`src/rtl/dc_arb_pkg.sv`:
```
// Shared types for the daisy-chain arbiter.
package dc_arb_pkg;
    // Controller phases: waiting, offering a grant, draining the chains.
    typedef enum logic [1:0] {
        ARB_IDLE  = 2'd0,
        ARB_OFFER = 2'd1,
        ARB_DRAIN = 2'd2
    } arb_state_e;
endpackage

```
`src/rtl/dc_arb_stage.sv`:
```
// One link of a grant chain. It registers both decisions, so the grant
// costs one cycle per link. Once the link has passed the grant on, it keeps
// passing until grant_in falls. Assumes grant_in comes from a register.
module dc_arb_stage (
    input  logic clk,
    input  logic rst_n,
    input  logic grant_in,
    input  logic dev_req,
    output logic grant_out,
    output logic dev_win
);
    logic pass_q;
    logic keep_q;
    logic keep_n;
    logic pass_n;

    // Decide: keep if requesting and not already passing, otherwise pass.
    always_comb begin
        keep_n = grant_in & dev_req & ~pass_q;
        pass_n = grant_in & ~keep_n;
    end

    // Register the keep and pass decisions.
    always_ff @(posedge clk) begin
        if (!rst_n) begin
            pass_q <= 1'b0;
            keep_q <= 1'b0;
        end else begin
            pass_q <= pass_n;
            keep_q <= keep_n;
        end
    end

    assign grant_out = pass_q;
    assign dev_win   = keep_q;

    // a link that is passing never turns into the keeper during the offer.
    p_pass_sticky_r12: assert property (@(posedge clk) disable iff (!rst_n)
        (pass_q && grant_in) |=> !keep_q);
endmodule

```
`src/rtl/dc_arb_chain.sv`:
```
// One priority level: N_DEV links in series. The head link is fed by the
// level grant. The level request line is the OR of the device requests.
module dc_arb_chain #(
    parameter int N_DEV = 4
) (
    input  logic             clk,
    input  logic             rst_n,
    input  logic             head_grant,
    input  logic [N_DEV-1:0] dev_req,
    output logic [N_DEV-1:0] dev_win,
    output logic             chain_req
);
    logic [N_DEV:0] link;

    assign link[0]   = head_grant;
    assign chain_req = |dev_req;

    // Build the chain, link k feeding link k+1.
    for (genvar k = 0; k < N_DEV; k++) begin : g_link
        dc_arb_stage u_stage (
            .clk       (clk),
            .rst_n     (rst_n),
            .grant_in  (link[k]),
            .dev_req   (dev_req[k]),
            .grant_out (link[k+1]),
            .dev_win   (dev_win[k])
        );
    end

    // at most one link in the chain holds the grant.
    p_one_keeper_r5: assert property (@(posedge clk) disable iff (!rst_n)
        $onehot0(dev_win));
endmodule

```
`src/rtl/dc_arb_ctrl.sv`:
```
// Central controller. It offers a grant to the most urgent requesting
// level when the bus is idle, and withdraws it when busy rises or the
// level's requests vanish. It then waits N_DEV cycles so the old wave
// drains from every chain. Assumes lvl_req and bus_busy come from registers.
module dc_arb_ctrl
    import dc_arb_pkg::*;
#(
    parameter int N_LVL = 2,
    parameter int N_DEV = 4
) (
    input  logic             clk,
    input  logic             rst_n,
    input  logic [N_LVL-1:0] lvl_req,
    input  logic             bus_busy,
    output logic [N_LVL-1:0] lvl_grant
);
    localparam int CNT_W = $clog2(N_DEV + 1);

    arb_state_e       state_q;
    logic [CNT_W-1:0] drain_q;
    logic [N_LVL-1:0] grant_q;
    logic [N_LVL-1:0] pick_oh;

    // Lowest-numbered requesting level, as a one-hot vector.
    always_comb pick_oh = lvl_req & (~lvl_req + N_LVL'(1));

    // Sequence of offer, withdraw and drain.
    always_ff @(posedge clk) begin
        if (!rst_n) begin
            state_q <= ARB_IDLE;
            drain_q <= '0;
            grant_q <= '0;
        end else begin
            case (state_q)
                ARB_IDLE: begin
                    if (!bus_busy && (lvl_req != '0)) begin
                        grant_q <= pick_oh;
                        state_q <= ARB_OFFER;
                    end
                end
                ARB_OFFER: begin
                    if (bus_busy || ((grant_q & lvl_req) == '0)) begin
                        grant_q <= '0;
                        drain_q <= CNT_W'(N_DEV - 1);
                        state_q <= ARB_DRAIN;
                    end
                end
                default: begin
                    if (drain_q == '0) state_q <= ARB_IDLE;
                    else               drain_q <= drain_q - 1'b1;
                end
            endcase
        end
    end

    assign lvl_grant = grant_q;

    // no grant appears while the bus is busy.
    p_no_grant_busy_r3: assert property (@(posedge clk) disable iff (!rst_n)
        (grant_q == '0 && bus_busy) |=> grant_q == '0);
    // busy seen under a grant removes the grant.
    p_drop_on_busy_r6: assert property (@(posedge clk) disable iff (!rst_n)
        (grant_q != '0 && bus_busy) |=> grant_q == '0);
    // an offer to a level without requests is withdrawn.
    p_withdraw_r7: assert property (@(posedge clk) disable iff (!rst_n)
        (grant_q != '0 && (grant_q & lvl_req) == '0) |=> grant_q == '0);
    // at most one level granted.
    p_one_level_r8: assert property (@(posedge clk) disable iff (!rst_n)
        $onehot0(grant_q));
    // a standing offer on a requesting level is not moved.
    p_kept_level_r9: assert property (@(posedge clk) disable iff (!rst_n)
        (grant_q != '0 && !bus_busy && (grant_q & lvl_req) != '0)
        |=> grant_q == $past(grant_q));
endmodule

```
`src/rtl/dc_chain_arbiter.sv`:
```
// Top level: one controller and N_LVL grant chains of N_DEV links each.
// Device index is level*N_DEV + position. Busy is the OR of all devices.
module dc_chain_arbiter #(
    parameter int N_LVL = 2,
    parameter int N_DEV = 4
) (
    input  logic                   clk,
    input  logic                   rst_n,
    input  logic [N_LVL*N_DEV-1:0] dev_req,
    input  logic [N_LVL*N_DEV-1:0] dev_busy,
    output logic [N_LVL*N_DEV-1:0] dev_win,
    output logic [N_LVL-1:0]       lvl_grant,
    output logic                   bus_busy
);
    logic [N_LVL-1:0] lvl_req;

    assign bus_busy = |dev_busy;

    dc_arb_ctrl #(.N_LVL(N_LVL), .N_DEV(N_DEV)) u_ctrl (
        .clk       (clk),
        .rst_n     (rst_n),
        .lvl_req   (lvl_req),
        .bus_busy  (bus_busy),
        .lvl_grant (lvl_grant)
    );

    // One chain per priority level.
    for (genvar l = 0; l < N_LVL; l++) begin : g_lvl
        dc_arb_chain #(.N_DEV(N_DEV)) u_chain (
            .clk        (clk),
            .rst_n      (rst_n),
            .head_grant (lvl_grant[l]),
            .dev_req    (dev_req[l*N_DEV +: N_DEV]),
            .dev_win    (dev_win[l*N_DEV +: N_DEV]),
            .chain_req  (lvl_req[l])
        );
    end

    // across all levels, at most one device holds the grant.
    p_one_winner_r5: assert property (@(posedge clk) disable iff (!rst_n)
        $onehot0(dev_win));
endmodule

```
`config.mk`:
```
export PLATFORM = sky130hd
export DESIGN_NAME = dc_chain_arbiter
export DESIGN_NICKNAME = d
export VERILOG_FILES = /design/src/rtl/dc_arb_pkg.sv /design/src/rtl/dc_arb_stage.sv /design/src/rtl/dc_arb_chain.sv /design/src/rtl/dc_arb_ctrl.sv /design/src/rtl/dc_chain_arbiter.sv
export SDC_FILE = /design/constraint.sdc
export NUM_CORES = 1
export LEC_CHECK = 0
export BUFFER_PORTS_ARGS = -buffer_cell sky130_fd_sc_hd__clkbuf_2
export CAP_MARGIN = 5
export CORE_MARGIN = 2
export CORE_UTILIZATION = 25
export CTS_BUF_LIST = sky130_fd_sc_hd__clkbuf_4 sky130_fd_sc_hd__clkbuf_8
export DETAILED_ROUTE_END_ITERATION = 8
export GPL_ROUTABILITY_DRIVEN = 1
export HOLD_SLACK_MARGIN = 0.06
export SYNTH_ARGS = -nofsm -noshare
export SYNTH_HDL_FRONTEND = slang
export SYNTH_SLANG_ARGS = --single-unit
```
`constraint.sdc`:
```
create_clock -name clk -period 2.12 [get_ports clk]
set_clock_uncertainty 0.05 [all_clocks]
set_input_delay 0.424 -clock clk [delete_from_list [all_inputs] [get_ports clk]]
set_output_delay 0.424 -clock clk [all_outputs]
set_load 0.05 [all_outputs]
```
## Word level (Yosys, flattened, before mapping)

Cells that the tools add are included.

- Register bits: 23
- Logic and storage cells: 94
- Output and inout bits: 11
- Input port bits: 18

- Bitwise gates (word level): 44
- Multiplexer cells: 10
- Reductions and logical operators: 15
- Equality and inequality tests: 4
- $add $sub $neg: 2

Operators with widths:

| kind | number |
|---|---|
| AND 1 bit | 24 |
| NOT 1 bit | 17 |
| 2-to-1 mux 2 bit | 5 |
| AND reduction 3 bit | 3 |
| case mux 2 bit (2 select lines) | 2 |
| OR reduction 4 bit | 2 |
| OR reduction 8 bit | 1 |
| 2-to-1 mux 3 bit | 2 |
| case mux 3 bit (2 select lines) | 1 |
| AND 2 bit | 2 |
| zero test 2 bit | 2 |
| != test 2 x 1 -> 1 bit (second input constant) | 2 |
| nonzero test 2 bit | 2 |
| zero test 3 bit | 1 |
| nonzero test 3 bit | 1 |
| subtractor 3 x 1 -> 3 bit (second input constant) | 1 |
| adder 2 x 1 -> 2 bit (second input constant) | 1 |
| == test 2 x 1 -> 1 bit (second input constant) | 1 |
| != test 2 bit (second input constant) | 1 |
| NOT 2 bit | 1 |
| logical AND 1 bit | 1 |
| zero test 1 bit | 1 |
| logical OR 1 bit | 1 |

## Longest topological paths before layout

- Word-level depth: 6
- Mapped depth: 6
- Depth with buffers taken out: 6

## Cells and area by module

Synthesis repeated with hierarchy kept, for this count alone.

- Cell total of the unflattened synthesis: 93
- Area, all modules: 914.6 µm²

Modules (own cells, without submodules):

| module | area each (µm²) | times used | cells an instance | sequential area each (µm²) |
|---|---|---|---|---|
| dc_arb_stage | 65.1 | 8 | 6 | 40.0 |
| dc_arb_ctrl | 362.8 | 1 | 40 | 140.1 |
| dc_chain_arbiter | 16.3 | 1 | 3 | 0.0 |
| dc_arb_chain | 7.5 | 2 | 1 | 0.0 |

## Worst setup path after synthesis

Ideal clock, no wire load.

- Path kind: input-to-reg
- From: input port dev_busy[3]
- To: register u_ctrl.drain_q[0]
- Library setup time: 116 ps
- Required time: 1954 ps
- Stages on the path: 4
- Arrival time: 1655 ps
- Path slack: 299 ps
- Buffers on the path: 0
- Cells stage by stage: or4_4 a2111oi_4 a21oi_2 a31o_2

- Word-level cells in the longest chain between the ends: 4

RTL lines:

| what | line | text |
|---|---|---|
| start: declaration | dc_chain_arbiter.sv:10 | `input logic [N_LVL*N_DEV-1:0] dev_busy,` |
| OR reduction 8 bit | dc_chain_arbiter.sv:17 | `assign bus_busy = \|dev_busy;` |
| logical OR 1 bit | dc_arb_ctrl.sv:42 | `if (bus_busy \|\| ((grant_q & lvl_req) == '0)) begin` |
| != test 2 x 1 -> 1 bit (no source line) | - |  |
| AND reduction 3 bit (no source line) | - |  |
| end signal: assignment | dc_arb_ctrl.sv:44 | `drain_q <= CNT_W'(N_DEV - 1);` |
| end signal: assignment | dc_arb_ctrl.sv:50 | `else drain_q <= drain_q - 1'b1;` |
| end: declaration | dc_arb_ctrl.sv:20 | `logic [CNT_W-1:0] drain_q;` |

Every way passes these cells.
A chain may end at the register's enable or synchronous reset.

## Final worst setup path

- From: input port dev_busy[5]
- To: register u_ctrl.grant_q[0], in the netlist u_ctrl.lvl_grant[0]

- Word-level cells in the longest chain between the ends: 5
- Elaborated cells between the ends (all ways): 7
- Classes of those cells: eq/ne (2); reduce/logical (5)

RTL lines:

| what | line | text |
|---|---|---|
| OR reduction 8 bit (*) | dc_chain_arbiter.sv:17 |  |
| zero test 1 bit | dc_arb_ctrl.sv:36 | `if (!bus_busy && (lvl_req != '0)) begin` |
| logical AND 1 bit | dc_arb_ctrl.sv:36 |  |
| != test 2 x 1 -> 1 bit (no source line) | - |  |
| AND reduction 3 bit (no source line) (*) | - |  |
| end signal: assignment | dc_arb_ctrl.sv:37 | `grant_q <= pick_oh;` |
| end: declaration | dc_arb_ctrl.sv:21 | `logic [N_LVL-1:0] grant_q;` |

Mark *: on every way between the ends. The rest lies on a longest branch, timed or not.

==> qor.yml <==
status: "finished clean"
grt.overflow.total: 0
hold_buffers: 0
drive_gt1_share_pct: 31.3
path_max_fanout: 4
drv_slew: 0
ioPinCount: 29
cts.sinks: 23
cap_violations: 0
hold_start: "dev_req[5]"
tightest_slew_ps: 423
syn_area_sq_um: 1010
synth_ff_type: "dfxtp_1"
cp_data_arrival_time_ps: 1870
ys_warn_count: 0
synthToLayoutAreaGrowth_pct: 18.6
synth-seq-area-share_pct: 45.7
critPathRequiredTime_ps: 2240
rsz0062_at_grt: "false"
grt_util_all_layers_pct: 9.15
layout_min_cycle_time_ps: 1750
gp_congestion: 0.817
yosys.area.top_type_share_pct: 45.7
fmax_mhz: 571
relSlewSlack_pct: 71.4
grt_pass1_wl_um: 3130
ff2ff_path_depth: 5
clk_latency_ps: 260
drc: 0
post_cts_resized: 0
clk_pin_slew_ps: 80
grt_start_max_net_pins: 14
synth_edf_count: 0
firstDrtPassIters: 4
htreeDepth: 1
initialDrtViolationCount: 4
synth_cell_type_count: 27
cts_made_buffers: 3
synth-seq-cells: 23
reg2reg_from: "u_ctrl.lvl_grant[0]$_SDFFE_PN0P_"
post_cts.repair.setup_buffers: 0
nets: 152
postSynthAreaPerCell_sq_um: 9.33
postRouteAntennaNets: 0
finalCritPeriodShare_pct: 82.6
syn_inst: 108
numPortBuffers: 28
r2r_setup_slack_ps: 540
wl_per_cell_um: 10.2
row_count: 23
cp-start-kind: "input pin"
initial_utilization_pct: 25.5
fp.dieH_um: 67.5
setup_ws_ps: 370
cts-root-buf: "clkbuf_8"
first_global_vias: 752
antennaDiodeCount: 0
path_class: "in2reg"
vias_per_cell: 4.36
holdCritPathClass: "in2reg"
synth_fp_nets: 128
leakagePower_nw: 0.434
synth_top_cell_by_area: "dfxtp_1"
whs_path_depth: 2
wl_um: 1850
antenna_found_initial: 0
power.density_nw_per_um2: 668
hpwl_um: 1520
routed-via-count: 790
die_x_um: 67.5
cts_max_path_buffers: 2
end_kind: "flip-flop"
peakVddDrop_mv: 0.390
whs_endpoint: "g_lvl[1].u_chain.g_link[1].u_stage.grant_out$_SDFF_PN0_"
dp_slack_ps: 79.5
finalHoldViolations: 0
setup_viol: 0
coreArea_sq_um: 3940
cts_tree: "built"
setup_tns_ps: 0
dieArea_sq_um: 4550
synthTopCellsByArea: "dfxtp_1 (46%), buf_4 (7.5%), a21oi_1 (6.0%), nor3b_1 (6.0%), inv_1 (5.2%)"
synthArstFlopShare_pct: 0
r2r_end: "u_ctrl.drain_q[0]$_SDFFE_PN0P_"
## sequential cells by signal, summed over array words and instances (netlist names)
name                                    cells
g_lvl.u_chain.g_link.u_stage.dev_win        8
g_lvl.u_chain.g_link.u_stage.grant_out      8
u_ctrl.state_q                              2
u_ctrl.lvl_grant                            2
u_ctrl.drain_q                              3
## power by group
group,internal [mW],total (mW),switching (mW)
clock network,0.147,0.278,0.131
logic,0.0335,0.0731,0.0395
registers,0.440,0.447,0.00702
## worst max-delay path, cell delays in order
cell	delay (ps)
clkbuf_2	90
or4_4	560
nor4_2	390
nand2_1	100
a221oi_1	300
## cell usage after synthesis (2+ instances only)
| library cell | instances |
|---|---|
| buf_4 | 10 |
| nor3b_1 | 8 |
| nand2b_1 | 2 |
| dfxtp_1 | 23 |
| a211oi_1 | 3 |
| a21oi_1 | 12 |
| nor4_1 | 2 |
| or4_4 | 2 |
| ha_1 | 2 |
| or4_1 | 2 |
| inv_1 | 14 |
| nand2_1 | 12 |
| o41ai_1 | 2 |
## cell families (layout without fill, tap and decap cells)
group | after synthesis | count (layout) | synth area share [%]
compound gates | 25 | 25 | 18.5
simple gates | 33 | 33 | 20.2
fa+ha+maj | 2 | 2 | 2.48
buf+inv | 25 | 48 | 13.0
flops | 23 | 23 | 45.7
## layout make-up
class	instances	area, sq um
Fill cell	415	2750
Sequential cell	23	460
Multi-Input combinational cell	60	415
Timing Repair Buffer	30	155
Tap cell	50	62.6
Inverter	14	52.6
Clock buffer	4	48.8
## cells in the final DEF (no fill, tap or decap)
| master | n |
|---|---|
| a21oi_2 | 1 |
| nor4_1 | 2 |
| o21a_1 | 1 |
| a31oi_1 | 1 |
| clkbuf_2 | 28 |
| and2_1 | 1 |
| a2111oi_4 | 1 |
| nand2_1 | 12 |
| nand2b_1 | 2 |
| nand3_1 | 1 |
| inv_1 | 14 |
| nor2b_1 | 1 |
| nor4_2 | 1 |
| a211oi_1 | 3 |
| a221oi_1 | 1 |
| dfxtp_1 | 23 |
| clkbuf_8 | 3 |
| buf_4 | 2 |
| o41ai_1 | 2 |
| a21oi_1 | 12 |
| nor3b_1 | 8 |
| clkbuf_4 | 1 |
| or4_4 | 2 |
| and3_1 | 1 |
| or4_1 | 2 |
| ha_1 | 2 |
| o211ai_1 | 1 |
| o221a_2 | 1 |
| a31o_2 | 1 |
## stage by stage
| stage | util, % | total power [mW] | instance area [sq um] | cells | hold slack, ps |
|---|---|---|---|---|---|
| finish | 30.3 | 0.798 | 1190 | 181 | 323 |
| global route | 30.3 | 0.845 | 1190 | 181 | 311 |
| CTS | 30.3 | 0.814 | 1190 | 181 | 311 |
| detailed placement | 29.1 | 0.531 | 1150 | 177 | 354 |
| global placement | 29.1 | 0.529 | 1150 | 177 | 355 |
| floorplan | - | 0.498 | 1010 | 108 | 347 |
## layer usage
layer / track usage, % / up-vias / share of wire (%) / wire [um]
met5: 0 / - / 0 / 0
met4: 1.79 / 0 / 0.38 / 7
met3: 4.00 / 2 / 6.9 / 127
li1: - / 416 / - / -
met2: 16.1 / 18 / 48 / 891
met1: 10.2 / 354 / 45 / 825
## worst max path at each step
stage / from / to / cells after the start
after floorplan: dev_busy[3] / u_ctrl.drain_q[0]$_SDFFE_PN0P_ / 4
after global placement: dev_busy[5] / u_ctrl.lvl_grant[0]$_SDFFE_PN0P_ / 5
after detailed placement: dev_busy[5] / u_ctrl.lvl_grant[0]$_SDFFE_PN0P_ / 5
after CTS: dev_busy[5] / u_ctrl.lvl_grant[0]$_SDFFE_PN0P_ / 5
after global routing: dev_busy[5] / u_ctrl.lvl_grant[0]$_SDFFE_PN0P_ / 5
final: dev_busy[5] / u_ctrl.lvl_grant[0]$_SDFFE_PN0P_ / 5
Power figures use the tool's default switching activity.
